`src/rtl/cet_pkg.sv`:
```
// Package: field positions and decoded form of the clock control word.
// Assumes a 32-bit control word; field positions are fixed by software.
package cet_pkg;
    localparam int WORD_W      = 32;
    localparam int DIV_W       = 2;
    localparam int CPU_DIV_LSB = 30;
    localparam int BUS_DIV_LSB = 28;
    localparam int BYPASS_BIT  = 22;
    localparam int AUX_OFF_BIT = 23;
    localparam int QUARTER_BIT = 14;
    localparam logic [WORD_W-1:0] CTRL_RESET = 32'hD000_0000;

    typedef struct packed {
        logic             bypass;
        logic             aux_off;
        logic             three_q;
        logic [DIV_W-1:0] cpu_div;
        logic [DIV_W-1:0] bus_div;
    } cfg_t;

    // Pull the control fields out of a raw word.
    function automatic cfg_t decode(input logic [WORD_W-1:0] w);
        cfg_t c;
        c.bypass  = w[BYPASS_BIT];
        c.aux_off = w[AUX_OFF_BIT];
        c.three_q = w[QUARTER_BIT];
        c.cpu_div = w[CPU_DIV_LSB +: DIV_W];
        c.bus_div = w[BUS_DIV_LSB +: DIV_W];
        return c;
    endfunction
endpackage

```
`src/rtl/cet_ctrl_reg.sv`:
```
// Control register with a word-aligned write/read port.
// Only the exact aligned offset CTRL_OFFSET inside the window hits; all else
// reads zero and ignores writes. Raises reload for the cycle of a hit write.
module cet_ctrl_reg
    import cet_pkg::*;
#(
    parameter int                ADDR_W      = 12,
    parameter logic [ADDR_W-1:0] CTRL_OFFSET = 12'h008,
    parameter logic [ADDR_W-1:0] WINDOW_END  = 12'h070
) (
    input  logic              clk,
    input  logic              rst_n,
    input  logic              bus_wr,
    input  logic [ADDR_W-1:0] bus_addr,
    input  logic [WORD_W-1:0] bus_wdata,
    output logic [WORD_W-1:0] bus_rdata,
    output cfg_t              cfg,
    output logic              reload
);
    logic [WORD_W-1:0] word_q;
    logic              hit;

    // Address decode: aligned, inside the window, and on the control word.
    always_comb begin
        hit = (bus_addr[1:0] == 2'b00) && (bus_addr < WINDOW_END) &&
              (bus_addr == CTRL_OFFSET);
    end

    // Register storage: reset value, else capture a hitting write.
    always_ff @(posedge clk) begin
        if (!rst_n)
            word_q <= CTRL_RESET;
        else if (bus_wr && hit)
            word_q <= bus_wdata;
    end

    assign bus_rdata = hit ? word_q : '0;
    assign cfg       = decode(word_q);
    assign reload    = bus_wr && hit;

    assert_reset_word_R1: assert property (@(posedge clk)
        !rst_n |=> (word_q == CTRL_RESET));
    assert_miss_hold_R9: assert property (@(posedge clk) disable iff (!rst_n)
        !(bus_wr && (bus_addr == CTRL_OFFSET)) |=> $stable(word_q));
endmodule

```
`src/rtl/cet_pulse_src.sv`:
```
// Free-running stand-in for a PLL: one-cycle pulse every PERIOD clocks.
// PERIOD of 1 yields a pulse every cycle with no counter.
module cet_pulse_src #(
    parameter int PERIOD = 1
) (
    input  logic clk,
    input  logic rst_n,
    output logic pulse
);
    localparam int CW = (PERIOD > 1) ? $clog2(PERIOD) : 1;

    generate
        if (PERIOD == 1) begin : g_every
            assign pulse = 1'b1;
        end else begin : g_count
            logic [CW-1:0] cnt;
            // Period counter wrapping at PERIOD-1.
            always_ff @(posedge clk) begin
                if (!rst_n)
                    cnt <= '0;
                else
                    cnt <= (cnt == CW'(PERIOD - 1)) ? '0 : cnt + 1'b1;
            end
            assign pulse = (cnt == CW'(PERIOD - 1));

            assert_period_gap_R3: assert property (@(posedge clk) disable iff (!rst_n)
                pulse |=> !pulse);
        end
    endgenerate
endmodule

```
`src/rtl/cet_swallow.sv`:
```
// Three-of-four pulse swallower: when active, withholds every fourth input
// pulse counted from the last reload. Phase advances on every input pulse.
module cet_swallow (
    input  logic clk,
    input  logic rst_n,
    input  logic reload,
    input  logic active,
    input  logic in_en,
    output logic out_en
);
    logic [1:0] phase;

    // Phase counter of input pulses, zeroed on reset or reload.
    always_ff @(posedge clk) begin
        if (!rst_n || reload)
            phase <= 2'd0;
        else if (in_en)
            phase <= phase + 2'd1;
    end

    assign out_en = in_en && !(active && (phase == 2'd3));

    assert_subset_R4: assert property (@(posedge clk) disable iff (!rst_n)
        out_en |-> in_en);
    assert_reload_R10: assert property (@(posedge clk) disable iff (!rst_n)
        reload |=> (phase == 2'd0));
endmodule

```
`src/rtl/cet_div.sv`:
```
// Enable divider: passes one of every (div+1) input pulses. Counter zeroes on
// reload; assumes div only changes together with reload.
module cet_div #(
    parameter int W = 2
) (
    input  logic         clk,
    input  logic         rst_n,
    input  logic         reload,
    input  logic         in_en,
    input  logic [W-1:0] div,
    output logic         out_en
);
    logic [W-1:0] cnt;

    // Pulse counter, wrapping when it reaches div.
    always_ff @(posedge clk) begin
        if (!rst_n || reload)
            cnt <= '0;
        else if (in_en)
            cnt <= (cnt == div) ? '0 : cnt + 1'b1;
    end

    assign out_en = in_en && (cnt == div);

    assert_cnt_range_R5: assert property (@(posedge clk) disable iff (!rst_n)
        cnt <= div);
    assert_reload_zero_R10: assert property (@(posedge clk) disable iff (!rst_n)
        reload |=> (cnt == '0));
endmodule

```
`src/rtl/clk_enable_tree.sv`:
```
// Clock-enable divider tree: main source -> optional 3/4 drop -> CPU divider
// -> bus divider -> fixed halving. Also a second source with an off switch.
// Assumes all domains run on clk and qualify their logic with the enables.
module clk_enable_tree
    import cet_pkg::*;
#(
    parameter int                ADDR_W      = 12,
    parameter logic [ADDR_W-1:0] CTRL_OFFSET = 12'h008,
    parameter logic [ADDR_W-1:0] WINDOW_END  = 12'h070,
    parameter int                MAIN_PERIOD = 1,
    parameter int                AUX_PERIOD  = 2
) (
    input  logic              clk,
    input  logic              rst_n,
    input  logic              ref_tick,
    input  logic              bus_wr,
    input  logic [ADDR_W-1:0] bus_addr,
    input  logic [WORD_W-1:0] bus_wdata,
    output logic [WORD_W-1:0] bus_rdata,
    output logic              main_en,
    output logic              aux_en,
    output logic              cpu_en,
    output logic              bus_en,
    output logic              periph_en
);
    cfg_t cfg;
    logic reload;
    logic main_pll, aux_pll, scaled_en;

    cet_ctrl_reg #(.ADDR_W(ADDR_W), .CTRL_OFFSET(CTRL_OFFSET), .WINDOW_END(WINDOW_END)) u_ctrl (
        .clk(clk), .rst_n(rst_n), .bus_wr(bus_wr), .bus_addr(bus_addr),
        .bus_wdata(bus_wdata), .bus_rdata(bus_rdata), .cfg(cfg), .reload(reload));

    cet_pulse_src #(.PERIOD(MAIN_PERIOD)) u_main_src (.clk(clk), .rst_n(rst_n), .pulse(main_pll));
    cet_pulse_src #(.PERIOD(AUX_PERIOD))  u_aux_src  (.clk(clk), .rst_n(rst_n), .pulse(aux_pll));

    assign main_en = cfg.bypass ? ref_tick : main_pll;
    assign aux_en  = aux_pll && !cfg.aux_off;

    cet_swallow u_swallow (
        .clk(clk), .rst_n(rst_n), .reload(reload), .active(cfg.three_q),
        .in_en(main_en), .out_en(scaled_en));

    cet_div #(.W(DIV_W)) u_cpu_div (
        .clk(clk), .rst_n(rst_n), .reload(reload), .in_en(scaled_en),
        .div(cfg.cpu_div), .out_en(cpu_en));

    cet_div #(.W(DIV_W)) u_bus_div (
        .clk(clk), .rst_n(rst_n), .reload(reload), .in_en(cpu_en),
        .div(cfg.bus_div), .out_en(bus_en));

    cet_div #(.W(1)) u_periph_div (
        .clk(clk), .rst_n(rst_n), .reload(reload), .in_en(bus_en),
        .div(1'b1), .out_en(periph_en));

    assert_cpu_in_main_R8: assert property (@(posedge clk) disable iff (!rst_n)
        cpu_en |-> main_en);
    assert_bus_in_cpu_R6: assert property (@(posedge clk) disable iff (!rst_n)
        bus_en |-> cpu_en);
    assert_periph_in_bus_R7: assert property (@(posedge clk) disable iff (!rst_n)
        periph_en |-> bus_en);
    assert_aux_pll_R3: assert property (@(posedge clk) disable iff (!rst_n)
        aux_en |-> aux_pll);
endmodule

```
`config.mk`:
```
export PLATFORM = sky130hd
export DESIGN_NAME = clk_enable_tree
export DESIGN_NICKNAME = d
export VERILOG_FILES = /design/src/rtl/cet_pkg.sv /design/src/rtl/cet_ctrl_reg.sv /design/src/rtl/cet_pulse_src.sv /design/src/rtl/cet_swallow.sv /design/src/rtl/cet_div.sv /design/src/rtl/clk_enable_tree.sv
export SDC_FILE = /design/constraint.sdc
export NUM_CORES = 1
export LEC_CHECK = 0
export BUFFER_PORTS_ARGS = -buffer_cell sky130_fd_sc_hd__buf_2
export CELL_PAD_IN_SITES_DETAIL_PLACEMENT = 1
export CELL_PAD_IN_SITES_GLOBAL_PLACEMENT = 2
export CORE_ASPECT_RATIO = 1.75
export CORE_UTILIZATION = 27
export DETAILED_ROUTE_END_ITERATION = 7
export PLACE_DENSITY_LB_ADDON = 0.1
export SLEW_MARGIN = 20
export SYNTH_ARGS = -nofsm -noshare
export SYNTH_HDL_FRONTEND = slang
export SYNTH_SLANG_ARGS = --single-unit
```
`constraint.sdc`:
```
create_clock -name clk -period 3.4 [get_ports clk]
set_input_delay 0.68 -clock clk [delete_from_list [all_inputs] [get_ports clk]]
set_output_delay 0.68 -clock clk [all_outputs]
set_load 0.05 [all_outputs]
```
; ---- After elaboration in Yosys (flattened, before gate mapping)
; Index checks and enable logic that the tools add are counted.
; Widths: inputs -> output; s select.
[op_classes]
addsub = 5
magnitude_cmp = 1
n_eq_ne = 4
muxes = 5
bitwise_logic = 1
n_reduce_logical = 15
[ops]
columns = op, n
row1 = $mux 32, 1
row2 = $eq 12x4->1 const B, 1
row3 = $lt 12x7->1 const B, 1
row4 = $logic_and 1x1->1, 9
row5 = $add 2x1->2 const B, 3
row6 = $eq 2x2->1, 2
row7 = $mux 2, 2
row8 = $logic_not 1->1, 3
row9 = $add 1x1->1 const B, 2
row10 = $eq 2x2->1 const B, 1
row11 = $logic_not 2->1, 1
row12 = $mux 1, 2
row13 = $reduce_or 2->1, 1
row14 = $logic_or 1x1->1, 1
row15 = $not 1->1, 1
[word_totals]
register_bits = 40
inputBits = 48
output_inout_bits = 37

; ---- Logic depth before layout (Yosys ltp)
[logic_depth]
depth_word = 7
depth_mapped = 6

; ---- By module
; From an unflattened synthesis, not the netlist that was laid out.
[hier_totals]
cells_unflattened = 238
hier_area_um2 = 2087.0
[by_module_without_submodules]
columns = mod, instances, cells_per_inst, area_each_um2
row1 = cet_ctrl_reg, 1, 188, 1621.6
row2 = cet_div (u_bus_div ...), 2, 14, 116.4
row3 = cet_swallow, 1, 9, 96.3
row4 = cet_div (u_periph_div), 1, 6, 66.3
row5 = cet_pulse_src (u_aux_src), 1, 2, 33.8
row6 = clk_enable_tree, 1, 3, 25.0
row7 = cet_pulse_src (u_main_src), 1, 2, 11.3

; ---- Worst setup path before layout
; No wires, ideal clock.
[synth_path]
path_kind = input port to output port
from = in ref_tick
to = out periph_en
arrival_time_ns = 2.982
required_time_ns = 2.720
path_slack_ns = -0.262
stages = 5
path_buffers = 1
path_cell_list = nand2b_1 > clkbuf_1 > nand4_1 > nor2_1 > and2_1
[synth_between]
elab_chain_cells = 5
[synth_rtl]
columns = item, line_no
row1 = start: declaration, clk_enable_tree.sv:15  ; input logic ref_tick,
row2 = $mux 1, clk_enable_tree.sv:37  ; assign main_en = cfg.bypass ? ref_tick : main_pll;
row3 = net main_en, clk_enable_tree.sv:20  ; output logic main_en,
row4 = $logic_and 1x1->1, cet_swallow.sv:21  ; assign out_en = in_en && !(active && (phase == 2'd3));
row5 = $logic_and 1x1->1 (2 in a row), cet_div.sv:23  ; assign out_en = in_en && (cnt == div);
row6 = net bus_en, clk_enable_tree.sv:23  ; output logic bus_en,
row7 = $logic_and 1x1->1, cet_div.sv:23
row8 = end: declaration, clk_enable_tree.sv:24  ; output logic periph_en
; The timed path passes the listed nets, and every way through them passes these cells.

; ---- Worst setup path in the final report
[layout_path]
from = in bus_addr[6]
to = out bus_rdata[17]
[layout_between]
elab_chain_cells = 4
elab_cells_between_ends = 5
[layout_rtl]
columns = item, line_no
row1 = start: declaration, clk_enable_tree.sv:17  ; input logic [ADDR_W-1:0] bus_addr,
row2 = $lt 12x7->1, cet_ctrl_reg.sv:25  ; hit = (bus_addr[1:0] == 2'b00) && (bus_addr < WINDOW_END) &&
row3 = $logic_and 1x1->1, cet_ctrl_reg.sv:25
row4 = $logic_and 1x1->1 (*), cet_ctrl_reg.sv:25
row5 = $mux 32 (*), cet_ctrl_reg.sv:37  ; assign bus_rdata = hit ? word_q : '0;
row6 = end: declaration, clk_enable_tree.sv:19  ; output logic [WORD_W-1:0] bus_rdata,
; Every way passes the cells marked *; elsewhere a longest branch is shown, timed or not.

==> run summary <==
worst slew pin tran = 0.540 ns
DRT iter0 DRCs = 35
area share of the largest cell type after synthesis = 0.434
worst path required time = 2.72 ns
slew margin rel. = 0.640
crit-path max FO = 21
grt total ovfl = 0
CP Cell Sequence = buf_2, or4_1, nor4_2, buf_4, and2_1, buf_2
global-route wire length before repair = 8.31 mm
clk_lat worst skew = 0.27 ns
Layout Utilization = 0.380
Synth Net Count = 276
most numerous cell on the critical path = buf_2
leakage power = 1.13 nW
ys flop type = dfxtp_1
Clk Tree Root Cell = clkbuf_16
Seq pwr share = 0.474
WS Path Type = in2out
die area = 0.00718 mm²
Sw Pwr = 209 µW
Sum Neg Setup Slack = 0 ns
hold_buf cts = 0
syn avg cell area = 8.13 µm²
routed wire length = 5.02 mm
initial antenna violation count = 0
Synth area leader = dfxtp_1
PostCTS Resize Cnt = 0
RD Place Congestion = 0.754
Final Setup Violations = 0
Crit. End Element = primary output
Seq/Total Area, Yosys = 0.434
Peak Freq = 328 MHz
sequential cell area = 801 µm²
status = finished, final reports clean
port bufs = 84
Comb pwr share = 0.068
CTS buffer count = 5
max cap viols = 0
Die Ht = 111 µm
IO Count = 85
family with the most delay on the worst path = simple AND/OR/NAND/NOR gates
Post-synth ARST share = 0
Post-synth top cells = 69 x nand2_1, 40 x dfxtp_1, 34 x and2_1, 27 x a21boi_1, 7 x clkbuf_1
Layout area overhead = 35.6%
Buf/Inv on CP = 3
TritonCTS clock tree = built
Yosys Warn Count = 0
delay of the slowest critical-path stage = 0.61 ns
pin count of the biggest net entering global routing = 35
number of H-tree levels = 2
setup repair bufs after CTS = 0
maximum root-to-sink buffer count = 2
nature of the critical path startpoint = input port
Pint = 805 µW
DRT Pass-1 Iters = 3
hpwl dp = 3.69 mm
Fillers = 816
num rows = 39
DRC viols = 0
# nets final = 359
cell with the most instances after synthesis = nand2_1
Worst VDD drop = 178 µV
Sw Share = 0.206
Crit-path slowest cell = or4_1
vias in the first global route = 1758
Tmin final = 3.05 ns
CTS sink count = 40
Pwr Density = 405 mW/mm²
cell area after synthesis = 0.00185 mm²
Worst Path Arrival = 2.37 ns
WL per Instance = 12.8 µm
Final ANT Viol Nets = 0
top cells by area, synth = dfxtp_1 43%, nand2_1 14%, and2_1 12%
gr usage total = 0.149
Yosys cell types = 29
initial core utilization = 0.280
Final period util = 0.898
synthesis-stage register bit count = 40
vias per cell = 4.44
Hold Vio Cnt, Final = 0
Post-synth EDFFs = 0
count of pins over their slew limit = 0
Multi-input gate area = 980 µm²
layout cells sized above 1 = 0.328
clock transition at the registers of the reported paths = 0.05 ns
worst clock skew = 0.00231 ns
n_diodes = 0
die width = 64.5 µm
Hold Crit Class = reg2reg
Via Count = 1743
power share of the clock group = 0.458
Mapped Cells = 227
Core Box Area = 0.00659 mm²
RSZ-0062 raised after global routing = no
## worst register-to-register path: cells and delay by family (launching register included)
kind,cells,cell delay [ns]
simple gates,2,0.69
flops,1,0.34
xor+xnor,1,0.26
compound gates,1,0.22
## worst paths after layout
kind / start / endpoint / slack [ns] / cells past startpoint
min reg2reg: u_aux_src.pulse / u_aux_src.pulse / 0.41 / 1
max: bus_addr[6] / bus_rdata[17] / 0.35 / 6
max reg2reg: u_cpu_div.cnt[0] / u_bus_div.cnt[1] / 1.79 / 4
min: u_aux_src.pulse / u_aux_src.pulse / 0.41 / 1
## kinds of logic (layout without fill, tap and decap cells)
logic type      after synthesis  count (layout)  share of synthesized area
simple gates                126             126                      0.337
flops                        40              40                      0.434
compound gates               37              37                      0.141
buf+inv                      16             100                     0.0475
xor+xnor                      6               6                     0.0285
fa+ha+maj                     1               1                    0.00678
mux                           1               1                    0.00542
## power groups by stage
stage          Clock, mW  Sequential, mW  Combinational (mW)
3_3_place_gp           0           0.490              0.0694
4_1_cts            0.485           0.480              0.0705
2_1_floorplan          0           0.489              0.0350
3_5_place_dp           0           0.491              0.0700
5_1_grt            0.499           0.481              0.0769
6_report           0.464           0.480              0.0690
## registers in the layout, summed over array words and instances, names as in the netlist
signal and flops:
u_aux_src.pulse 1, u_bus_div.cnt 2, u_cpu_div.cnt 2, u_ctrl.word_q 32, u_periph_div.cnt 1, u_swallow.phase 2
## layout by cell type, fill, tap and decap left out, types with 3 or more instances in the layout
master,n
or3_1,3
xnor2_1,6
a21boi_1,27
dfxtp_1,40
clkbuf_16,5
buf_2,84
o21ai_0,3
and2_1,34
a21oi_1,4
nand3_1,3
buf_4,6
nand2_1,69
## metrics by stage
stage	hold slack [ns]	instance area, µm²	power (mW)	setup slack (ns)	std cells
after detailed placement	0.403	2360	0.561	0.330	385
final	0.406	2500	1.01	0.347	393
after global placement	0.396	2360	0.560	0.360	385
after CTS	0.411	2500	1.04	0.323	393
after global routing	0.427	2500	1.06	0.195	393
after floorplan	0.384	1850	0.524	0.125	227
## routing by layer
metal  global-route usage  share of wire  vias up
li1                     -              -      894
met3               0.0369          0.050        2
met5                    0              0        -
met2                0.267           0.53       43
met4               0.0578         0.0084        0
met1                0.163           0.41      804
## final cells by class
cell class,instances,area share
Inverter,2,0.00300
Multi-Input combinational cell,171,0.392
Timing Repair Buffer,90,0.186
Clock buffer,8,0.0585
Tap cell,82,0.0410
Sequential cell,40,0.320
No activity file was read; power rests on OpenSTA's default activity.
